--- src/rtl/dbg_exc_pkg.sv ---
package dbg_exc_pkg;

    // Cause word layout
    localparam int CAUSE_W   = 12;
    localparam int IDX_LSB   = 8;
    localparam int LVL_W     = 4;
    localparam int PS_W      = 5;

    // Bit positions of the one-hot cause sources (the order is the priority)
    localparam int C_ICNT    = 0;
    localparam int C_IBRK    = 1;
    localparam int C_DBRK    = 2;
    localparam int C_WIDE    = 3;
    localparam int C_NARROW  = 4;
    localparam int NUM_SRC   = 5;

    // Exception-mode bit inside the status field
    localparam int PS_EXC_BIT = 4;

endpackage

--- src/rtl/dbg_ibrk_unit.sv ---
module dbg_ibrk_unit #(
    parameter int AW    = 32,
    parameter int NUM   = 2,
    parameter int SEL_W = (NUM > 1) ? $clog2(NUM) : 1
) (
    input  logic             clk,
    input  logic             rst,
    input  logic             addr_we_i,
    input  logic [SEL_W-1:0] addr_sel_i,
    input  logic [AW-1:0]    addr_wdata_i,
    input  logic             en_we_i,
    input  logic [NUM-1:0]   en_wdata_i,
    input  logic [AW-1:0]    pc_i,
    output logic             hit_o
);

    typedef struct packed {
        logic [NUM-1:0][AW-1:0] addr;
        logic [NUM-1:0]         en;
    } ib_state_t;

    ib_state_t st_d, st_q;
    logic [NUM-1:0] match;

    // One comparator per breakpoint; each is gated by its own enable bit
    for (genvar gi = 0; gi < NUM; gi++) begin : g_cmp
        assign match[gi] = st_q.en[gi] && (st_q.addr[gi] == pc_i);
    end

    assign hit_o = |match;

    always_comb begin
        st_d = st_q;
        if (addr_we_i) begin
            for (int i = 0; i < NUM; i++) begin
                if (addr_sel_i == SEL_W'(i)) st_d.addr[i] = addr_wdata_i;
            end
        end
        if (en_we_i) st_d.en = en_wdata_i;
        if (rst) st_d = '0;
    end

    always_ff @(posedge clk) begin
        st_q <= st_d;
    end


    en_off_no_hit_chk: assert property (@(posedge clk) disable iff (rst)
        (en_we_i && en_wdata_i == '0) |=> !hit_o);

endmodule

--- src/rtl/dbg_icnt_unit.sv ---
module dbg_icnt_unit
    import dbg_exc_pkg::*;
#(
    parameter int CNT_W = 32
) (
    input  logic             clk,
    input  logic             rst,
    input  logic             valid_i,
    input  logic [LVL_W-1:0] level_i,
    input  logic             cnt_we_i,
    input  logic [CNT_W-1:0] cnt_wdata_i,
    input  logic             lvl_we_i,
    input  logic [LVL_W-1:0] lvl_wdata_i,
    output logic             expire_o
);

    typedef struct packed {
        logic [CNT_W-1:0] cnt;
        logic [LVL_W-1:0] lvl;
    } ic_state_t;

    ic_state_t st_d, st_q;
    logic      inc;

    // An instruction is counted only below the programmed count level
    assign inc      = valid_i && (level_i < st_q.lvl);
    assign expire_o = inc && (&st_q.cnt);

    always_comb begin
        st_d = st_q;
        if (inc) st_d.cnt = st_q.cnt + CNT_W'(1);
        if (cnt_we_i) st_d.cnt = cnt_wdata_i;
        if (lvl_we_i) st_d.lvl = lvl_wdata_i;
        if (rst) st_d = '0;
    end

    always_ff @(posedge clk) begin
        st_q <= st_d;
    end


    icnt_wrap_chk: assert property (@(posedge clk) disable iff (rst)
        (inc && (&st_q.cnt) && !cnt_we_i) |=> (st_q.cnt == '0));


    icnt_hold_chk: assert property (@(posedge clk) disable iff (rst)
        (!inc && !cnt_we_i) |=> $stable(st_q.cnt));

endmodule

--- src/rtl/dbg_cause_arb.sv ---
module dbg_cause_arb
    import dbg_exc_pkg::*;
#(
    parameter int IDX_W = 4
) (
    input  logic [NUM_SRC-1:0] req_i,
    input  logic [IDX_W-1:0]   dbrk_idx_i,
    output logic               any_o,
    output logic [CAUSE_W-1:0] cause_o
);

    assign any_o = |req_i;

    // Lowest bit position wins; only the data cause carries the index field
    always_comb begin
        cause_o = '0;
        if (req_i[C_ICNT]) begin
            cause_o[C_ICNT] = 1'b1;
        end else if (req_i[C_IBRK]) begin
            cause_o[C_IBRK] = 1'b1;
        end else if (req_i[C_DBRK]) begin
            cause_o[C_DBRK] = 1'b1;
            cause_o[IDX_LSB +: IDX_W] = dbrk_idx_i;
        end else if (req_i[C_WIDE]) begin
            cause_o[C_WIDE] = 1'b1;
        end else if (req_i[C_NARROW]) begin
            cause_o[C_NARROW] = 1'b1;
        end
    end

endmodule

--- src/rtl/dbg_exc_ctrl.sv ---
module dbg_exc_ctrl
    import dbg_exc_pkg::*;
#(
    parameter int AW        = 32,
    parameter int NUM_IB    = 2,
    parameter int CNT_W     = 32,
    parameter int IDX_W     = 4,
    parameter int DBG_LEVEL = 6,
    parameter int SEL_W     = (NUM_IB > 1) ? $clog2(NUM_IB) : 1
) (
    input  logic               clk,
    input  logic               rst,
    input  logic               instr_valid_i,
    input  logic [AW-1:0]      instr_pc_i,
    input  logic [LVL_W-1:0]   intlevel_i,
    input  logic               brk_wide_i,
    input  logic               brk_narrow_i,
    input  logic               dbrk_hit_i,
    input  logic [IDX_W-1:0]   dbrk_idx_i,
    input  logic               ib_addr_we_i,
    input  logic [SEL_W-1:0]   ib_addr_sel_i,
    input  logic [AW-1:0]      ib_addr_wdata_i,
    input  logic               ib_en_we_i,
    input  logic [NUM_IB-1:0]  ib_en_wdata_i,
    input  logic               icnt_we_i,
    input  logic [CNT_W-1:0]   icnt_wdata_i,
    input  logic               icnt_lvl_we_i,
    input  logic [LVL_W-1:0]   icnt_lvl_wdata_i,
    output logic               take_o,
    output logic               flush_o,
    output logic [AW-1:0]      epc_o,
    output logic [PS_W-1:0]    ps_o,
    output logic [CAUSE_W-1:0] cause_o
);

    localparam logic [LVL_W-1:0] LVL_DBG  = LVL_W'(DBG_LEVEL);
    localparam logic [PS_W-1:0]  PS_ENTRY = PS_W'((1 << PS_EXC_BIT) | DBG_LEVEL);

    typedef struct packed {
        logic               take;
        logic               flush;
        logic [AW-1:0]      epc;
        logic [PS_W-1:0]    ps;
        logic [CAUSE_W-1:0] cause;
    } ctl_state_t;

    ctl_state_t st_d, st_q;

    logic               ib_hit;
    logic               cnt_expire;
    logic [NUM_SRC-1:0] req;
    logic               req_any;
    logic [CAUSE_W-1:0] arb_cause;
    logic               lvl_open;

    dbg_ibrk_unit #(.AW(AW), .NUM(NUM_IB), .SEL_W(SEL_W)) ibrk_i (
        .clk          (clk),
        .rst          (rst),
        .addr_we_i    (ib_addr_we_i),
        .addr_sel_i   (ib_addr_sel_i),
        .addr_wdata_i (ib_addr_wdata_i),
        .en_we_i      (ib_en_we_i),
        .en_wdata_i   (ib_en_wdata_i),
        .pc_i         (instr_pc_i),
        .hit_o        (ib_hit)
    );

    dbg_icnt_unit #(.CNT_W(CNT_W)) icnt_i (
        .clk         (clk),
        .rst         (rst),
        .valid_i     (instr_valid_i),
        .level_i     (intlevel_i),
        .cnt_we_i    (icnt_we_i),
        .cnt_wdata_i (icnt_wdata_i),
        .lvl_we_i    (icnt_lvl_we_i),
        .lvl_wdata_i (icnt_lvl_wdata_i),
        .expire_o    (cnt_expire)
    );

    always_comb begin
        req           = '0;
        req[C_ICNT]   = cnt_expire;
        req[C_IBRK]   = ib_hit;
        req[C_DBRK]   = dbrk_hit_i;
        req[C_WIDE]   = brk_wide_i;
        req[C_NARROW] = brk_narrow_i;
    end

    dbg_cause_arb #(.IDX_W(IDX_W)) arb_i (
        .req_i      (req),
        .dbrk_idx_i (dbrk_idx_i),
        .any_o      (req_any),
        .cause_o    (arb_cause)
    );

    // The debug level masks every source
    assign lvl_open = instr_valid_i && (intlevel_i < LVL_DBG);

    always_comb begin
        st_d       = st_q;
        st_d.take  = 1'b0;
        st_d.flush = 1'b0;
        if (lvl_open && req_any) begin
            st_d.take  = 1'b1;
            st_d.flush = 1'b1;
            st_d.epc   = instr_pc_i;
            st_d.ps    = PS_ENTRY;
            st_d.cause = arb_cause;
        end
        if (rst) st_d = '0;
    end

    always_ff @(posedge clk) begin
        st_q <= st_d;
    end

    assign take_o  = st_q.take;
    assign flush_o = st_q.flush;
    assign epc_o   = st_q.epc;
    assign ps_o    = st_q.ps;
    assign cause_o = st_q.cause;


    rst_clear_chk: assert property (@(posedge clk)
        rst |=> (!take_o && !flush_o && cause_o == '0 && ps_o == '0));


    lvl_mask_chk: assert property (@(posedge clk) disable iff (rst)
        (instr_valid_i && intlevel_i >= LVL_DBG) |=> !take_o);


    cause_hold_chk: assert property (@(posedge clk) disable iff (rst)
        !take_o |-> ($stable(cause_o) && $stable(epc_o)));


    ps_entry_chk: assert property (@(posedge clk) disable iff (rst)
        take_o |-> (ps_o == PS_ENTRY));


    epc_capture_chk: assert property (@(posedge clk) disable iff (rst)
        take_o |-> (epc_o == $past(instr_pc_i)));


    cause_onehot_chk: assert property (@(posedge clk) disable iff (rst)
        take_o |-> $onehot(cause_o[NUM_SRC-1:0]));


    idx_field_chk: assert property (@(posedge clk) disable iff (rst)
        (take_o && !cause_o[C_DBRK]) |-> (cause_o[CAUSE_W-1:IDX_LSB] == '0));


    flush_pair_chk: assert property (@(posedge clk) disable iff (rst)
        take_o |-> flush_o);


    no_instr_no_take_chk: assert property (@(posedge clk) disable iff (rst)
        !instr_valid_i |=> !take_o);

endmodule

--- config.mk ---
export PLATFORM = sky130hd
export DESIGN_NAME = dbg_exc_ctrl
export DESIGN_NICKNAME = d
export VERILOG_FILES = /design/src/rtl/dbg_exc_pkg.sv /design/src/rtl/dbg_ibrk_unit.sv /design/src/rtl/dbg_icnt_unit.sv /design/src/rtl/dbg_cause_arb.sv /design/src/rtl/dbg_exc_ctrl.sv
export SDC_FILE = /design/constraint.sdc
export NUM_CORES = 1
export LEC_CHECK = 0
export ABC_AREA = 1
export BUFFER_PORTS_ARGS = -buffer_cell sky130_fd_sc_hd__buf_2
export CORE_UTILIZATION = 29
export DETAILED_ROUTE_END_ITERATION = 7
export HOLD_SLACK_MARGIN = 0.02
export PLACE_DENSITY_LB_ADDON = 0.08
export SLEW_MARGIN = 20
export SYNTH_ARGS = -nofsm -noshare
export SYNTH_HDL_FRONTEND = slang
export SYNTH_SLANG_ARGS = --single-unit
--- constraint.sdc ---
create_clock -name clk -period 2.4 [get_ports clk]
set_input_delay 0.48 -clock clk [delete_from_list [all_inputs] [get_ports clk]]
set_output_delay 0.48 -clock clk [all_outputs]
set_load 0.05 [all_outputs]
* After elaboration in Yosys (flattened, before gate mapping)
Index checks and enable logic that the tools add are counted.
Widths: inputs -> output; s select.
** Word-level totals
- Bits in registers :: 146
- Bits of input ports :: 121
- Output and inout port bits :: 51
** Operators by class
- Add/sub/neg operators :: 1
- Order comparisons :: 2
- Equality and inequality tests :: 2
- Mux-type cells :: 15
- Bitwise gates (word level) :: 1
- Reductions and logical operators :: 12
** Operators by type and width (number)
- $eq 32x32->1 :: 2
- $mux 32 :: 2
- $mux 51 :: 1
- $add 32x1->32 const B :: 1
- $reduce_and 32->1 :: 1
- $mux 4 :: 4
- $logic_and 1x1->1 :: 6
- $mux 1 :: 6
- $reduce_or 6->1 :: 1
- $lt 4x3->1 const B :: 1
- $lt 4x4->1 :: 1
- $reduce_and 2->1 :: 2
- $mux 3 :: 1
- $mux 2 :: 1
- $reduce_bool 2->1 :: 1
- $reduce_or 2->1 :: 1
- $not 1->1 :: 1

* Depth between registers and ports, before layout
- Depth after elaboration :: 6
- Mapped depth :: 16

* Modules after synthesis
From an unflattened synthesis, not the netlist that was laid out.
** Unflattened totals
- Cells, all modules :: 1314
- Area total of the unflattened synthesis :: 8366.8 sq um
** Modules (own cells, without submodules)
- dbg_ibrk_unit :: instances 1, cells each 506, area an instance 3385.7 sq um
- dbg_icnt_unit :: instances 1, cells each 480, area an instance 2762.6 sq um
- dbg_exc_ctrl :: instances 1, cells each 303, area an instance 2083.2 sq um
- dbg_cause_arb :: instances 1, cells each 25, area an instance 135.1 sq um

* Worst setup path before layout
OpenSTA, ideal clock, no wires.
- Path kind :: input-to-reg
- From :: input intlevel_i[1]
- To :: register st_q (netlist bit epc_o[10])
- Setup time :: 114 ps
- Arrival :: 1878 ps
- Data required time :: 2286 ps
- Path slack :: 408 ps
- Stages on the path :: 12
- Cell sequence :: ha_1 -> o21ai_1 -> nand2_1 -> nand3_1 -> nand3_1 -> nor2_4 -> nor2_2 -> nand3_4 -> nand2_4 -> buf_2 -> o21ai_1 -> nor2_1
** On the way
- Longest elaborated chain between the ends :: 5
** Ends and longest elaborated chain
- start: declaration :: line dbg_exc_ctrl.sv:15 : input logic [LVL_W-1:0] intlevel_i,
- $lt 4x4->1 :: line dbg_icnt_unit.sv:26 : assign inc = valid_i && (level_i < st_q.lvl);
- $logic_and 1x1->1 :: line dbg_icnt_unit.sv:26
- $logic_and 1x1->1 :: line dbg_icnt_unit.sv:27 : assign expire_o = inc && (&st_q.cnt);
- $reduce_or 6->1 :: line dbg_cause_arb.sv:12 : assign any_o = |req_i;
- $logic_and 1x1->1 * :: line dbg_exc_ctrl.sv:103 : if (lvl_open && req_any) begin
- end signal: assignment :: line dbg_exc_ctrl.sv:114 : st_q <= st_d;
- end: declaration :: line dbg_exc_ctrl.sv:47 : ctl_state_t st_d, st_q;
Every way passes the cells marked *; elsewhere a longest branch is shown, timed or not.
A chain may end at the register's enable or synchronous reset.

* Worst setup path in the final report
- From :: register icnt_i.st_q[4] (netlist bit)
- To :: register st_q (netlist bit epc_o[23])
** On the way
- Longest elaborated chain between the ends :: 4
** Ends and longest elaborated chain
- start: declaration :: line dbg_icnt_unit.sv:22 : ic_state_t st_d, st_q;
- start signal: assignment :: line dbg_icnt_unit.sv:38 : st_q <= st_d;
- $reduce_and 32->1 :: line dbg_icnt_unit.sv:27
- $logic_and 1x1->1 :: line dbg_icnt_unit.sv:27
- $reduce_or 6->1 :: line dbg_cause_arb.sv:12
- $logic_and 1x1->1 :: line dbg_exc_ctrl.sv:103
Every way passes these cells.

==> impl_results.md <==
- Worst setup SP type: register
- Maximum vdd drop: 0.0004121 V
- Clk Latency, worst-skew pair: 0.42 ns
- Register-to-register setup slack: 0.27 ns
- TritonCTS clock tree: done
- Highest clock rate: 469.5 MHz
- Setup bufs post-CTS: 0
- Slew HR: 60.33%
- Drt first pass iters: 4
- Hpwl dp: 15.68 mm
- Leading area contributor after synthesis: dfxtp_1
- Final setup violation count: 0
- DRC violations left: 0
- Commonest cells in the synthesized netlist: 227 x nand2_1, 186 x nor2_1, 145 x dfxtp_1, 104 x inv_1, 84 x o21ai_0
- Total Routed Length: 21.34 mm
- WS Path Type: register to register
- Port buffer count: 166
- GRT overflow: 0
- Met3 WL: 896 um
- Period minus WS final: 2.130 ns
- Top-area cell type share of the netlist area: 40.68%
- Post-synth EDFFs: 0
- 1st-iter DRT viols: 365
- Nets: 1343
- Ys flop type: dfxtp_1
- Ports: 172
- Worst Tran Pin Value: 0.5944 ns
- Tcrit/Tclk final: 88.75%
- Die area: 25240 um^2
- Path depth of the worst reg2reg path: 13
- Reg power frac: 41.4%
- Reg2reg start: icnt_i.st_q[4]
- All-layer global routing usage: 17.50%
- Unrepaired setup endpoints after global routing: no
- Kind of end point of the critical path: register
- Synth area leaders: dfxtp_1 41%, nand2_1 12%, nor2_1 9.8%
- Pleak: 4.072 nW
- Multi-input logic area: 3537 um^2
- Register Area: 2903 um^2
- Initial Util: 29.43%
- Core area: 24250 um^2
- Diode count: 0
- Pre-CTS setup slack: 0.1447 ns
- Crit path max fanout: 40
- WP data required: 2.72 ns
- DR vias/cell: 4.420
- Gate Count Post-Synth: 1057
- P per Cell Area: 715.9 nW/um^2
- Worst Setup SP: icnt_i.st_q[4]
- Hold buffers post-CTS: 0
- Hold Crit Depth: 3
- Worst setup margin: 0.2701 ns
- Synth Warn #: 0
- Register bit total from synthesis: 145
- Critical Path AT: 2.45 ns
- Post-synthesis sequential area ratio: 40.68%
- Row count: 57
- Clock share of power: 43.1%
- H-Tree Depth: 4
- Cell internal pwr: 4.586 mW
- Resized cells post-CTS: 0
- Share of cells above drive strength 1: 19.90%
- Mapped Area: 7136 um^2
- Die extent in y: 158.9 um
- Initial antenna violation count: 0
- Vias in the first global route: 6566
- DR top layer: met4
- Combinational Power Share: 15.4%
- RePlAce Congestion: 0.8286
- Asr flop ratio synth: 0%
- Pin count of the biggest net entering global routing: 42
- Fillers: 2680
- Die X: 158.9 um
- Status: completed
- Distinct cells, synth: 38
- Reg clk slew, reported paths: 0.07 ns
- Bufs on Longest Clock Path: 2
- Vias: 6873
- R2r endpoint: epc_o[23]
- Layout area overhead: 25.90%
- Hold endpoint: ibrk_i.st_q[0]
- Antenna violation net count after detailed routing: 0
- Psw: 1.845 mW
- Final Total Pwr: 6.431 mW
- Max-cap violations: 0
- CTS sink count: 145
- Final Skew: 0.01105 ns
- Hold wc startpoint: ib_en_wdata_i[0]
- Final hold vios: 0
- Avg Inst Size Synth: 6.751 um^2
- HP Class: input port to register
- Net Sw Frac: 28.69%
- Wire length per cell: 13.72 um
- Final Slew Violations: 0
- Root Driver: clkbuf_16
- Setup tns final: 0 ns
- Met2 wire length: 9.805 mm
- Hold_ws: 0.2996 ns
- First-pass GRT wire length: 34.82 mm
- Most common cell in the netlist: nand2_1
- CTS Buf Count: 17
- Met1 wire length: 10.41 mm
==> state kept, by name (all words and copies together), names as in the netlist <==
| signal | cells |
|---|---|
| cause_o | 9 |
| epc_o | 32 |
| ibrk_i.st_q | 66 |
| icnt_i.st_q | 36 |
| ps_o | 1 |
| take_o | 1 |
==> cell families after synthesis <==
group,Yosys count,synth area share (%)
adders and majority gates,4,0.7014
DFF,145,40.68
xor gates and xnor gates,44,5.401
AOI/OAI and AO/OA,206,15.22
other,1,0.05255
buffers and inverters,172,10.03
and+or+nand+nor,485,27.92
==> critical path: stages (launching register included) <==
cell and delay, ns:
dfxtp_1 0.38, ha_1 0.18, nand2_1 0.13, nor2_4 0.14
nand2_2 0.11, nor2_4 0.14, nand4_2 0.14, nor2_4 0.17
nor2_2 0.07, nand3_4 0.09, nand2_4 0.09, buf_12 0.20
o21ai_1 0.15, nor2_1 0.05
==> worst max-delay path by stage <==
stage and to:
2_1_floorplan epc_o[10], 3_3_place_gp cause_o[8], 3_5_place_dp epc_o[14], 4_1_cts icnt_i.st_q[34]
5_1_grt cause_o[8], 6_report epc_o[23]
==> area by class of cell <==
class / count / area share [%]
repair buffers: 188 / 11.92
well taps: 324 / 4.513
inverters: 122 / 5.125
flip-flops and latches: 145 / 32.31
multi-input cells: 744 / 39.37
clock buffers: 21 / 5.014
clock inverters: 11 / 1.741
==> per-stage QoR <==
stage          instance area (um^2)  std cells  util, %
2_1_floorplan                  7151       1061        -
3_3_place_gp                   8372       1523    34.53
3_5_place_dp                   8372       1523    34.53
4_1_cts                        8979       1555    37.03
5_1_grt                        8984       1555    37.05
6_report                       8984       1555    37.05
==> placed cells by master, fill, tap and decap left out, types with 5 or more instances in the layout <==
| cell | count |
|---|---|
| xnor2_1 | 22 |
| inv_1 | 103 |
| nor2_1 | 186 |
| dfxtp_1 | 145 |
| a31oi_1 | 20 |
| nand2_1 | 227 |
| nor3_1 | 10 |
| nand4_1 | 13 |
| clkinv_1 | 8 |
| buf_4 | 16 |
| buf_12 | 6 |
| inv_2 | 10 |
| xor2_1 | 22 |
| o21ai_1 | 42 |
| o21ai_0 | 84 |
| a21oi_1 | 50 |
| conb_1 | 5 |
| nand3_1 | 31 |
| clkbuf_16 | 17 |
| buf_2 | 166 |
==> layer usage <==
metal	GRT usage [%]	vias up
li1	-	3667
met1	23.37	3057
met2	28.39	134
met3	3.918	15
met4	4.414	0
met5	0	-
==> power groups by stage <==
stage	Clock [mW]	Sequential, mW	Combinational (mW)
floorplan	0	2.84	0.527
global placement	0	2.72	1.00
CTS	2.86	2.67	1.01
global route	2.98	2.69	1.11
detailed placement	0	2.72	1.00
finish	2.77	2.67	0.993
(Power assumes the default switching activity.)
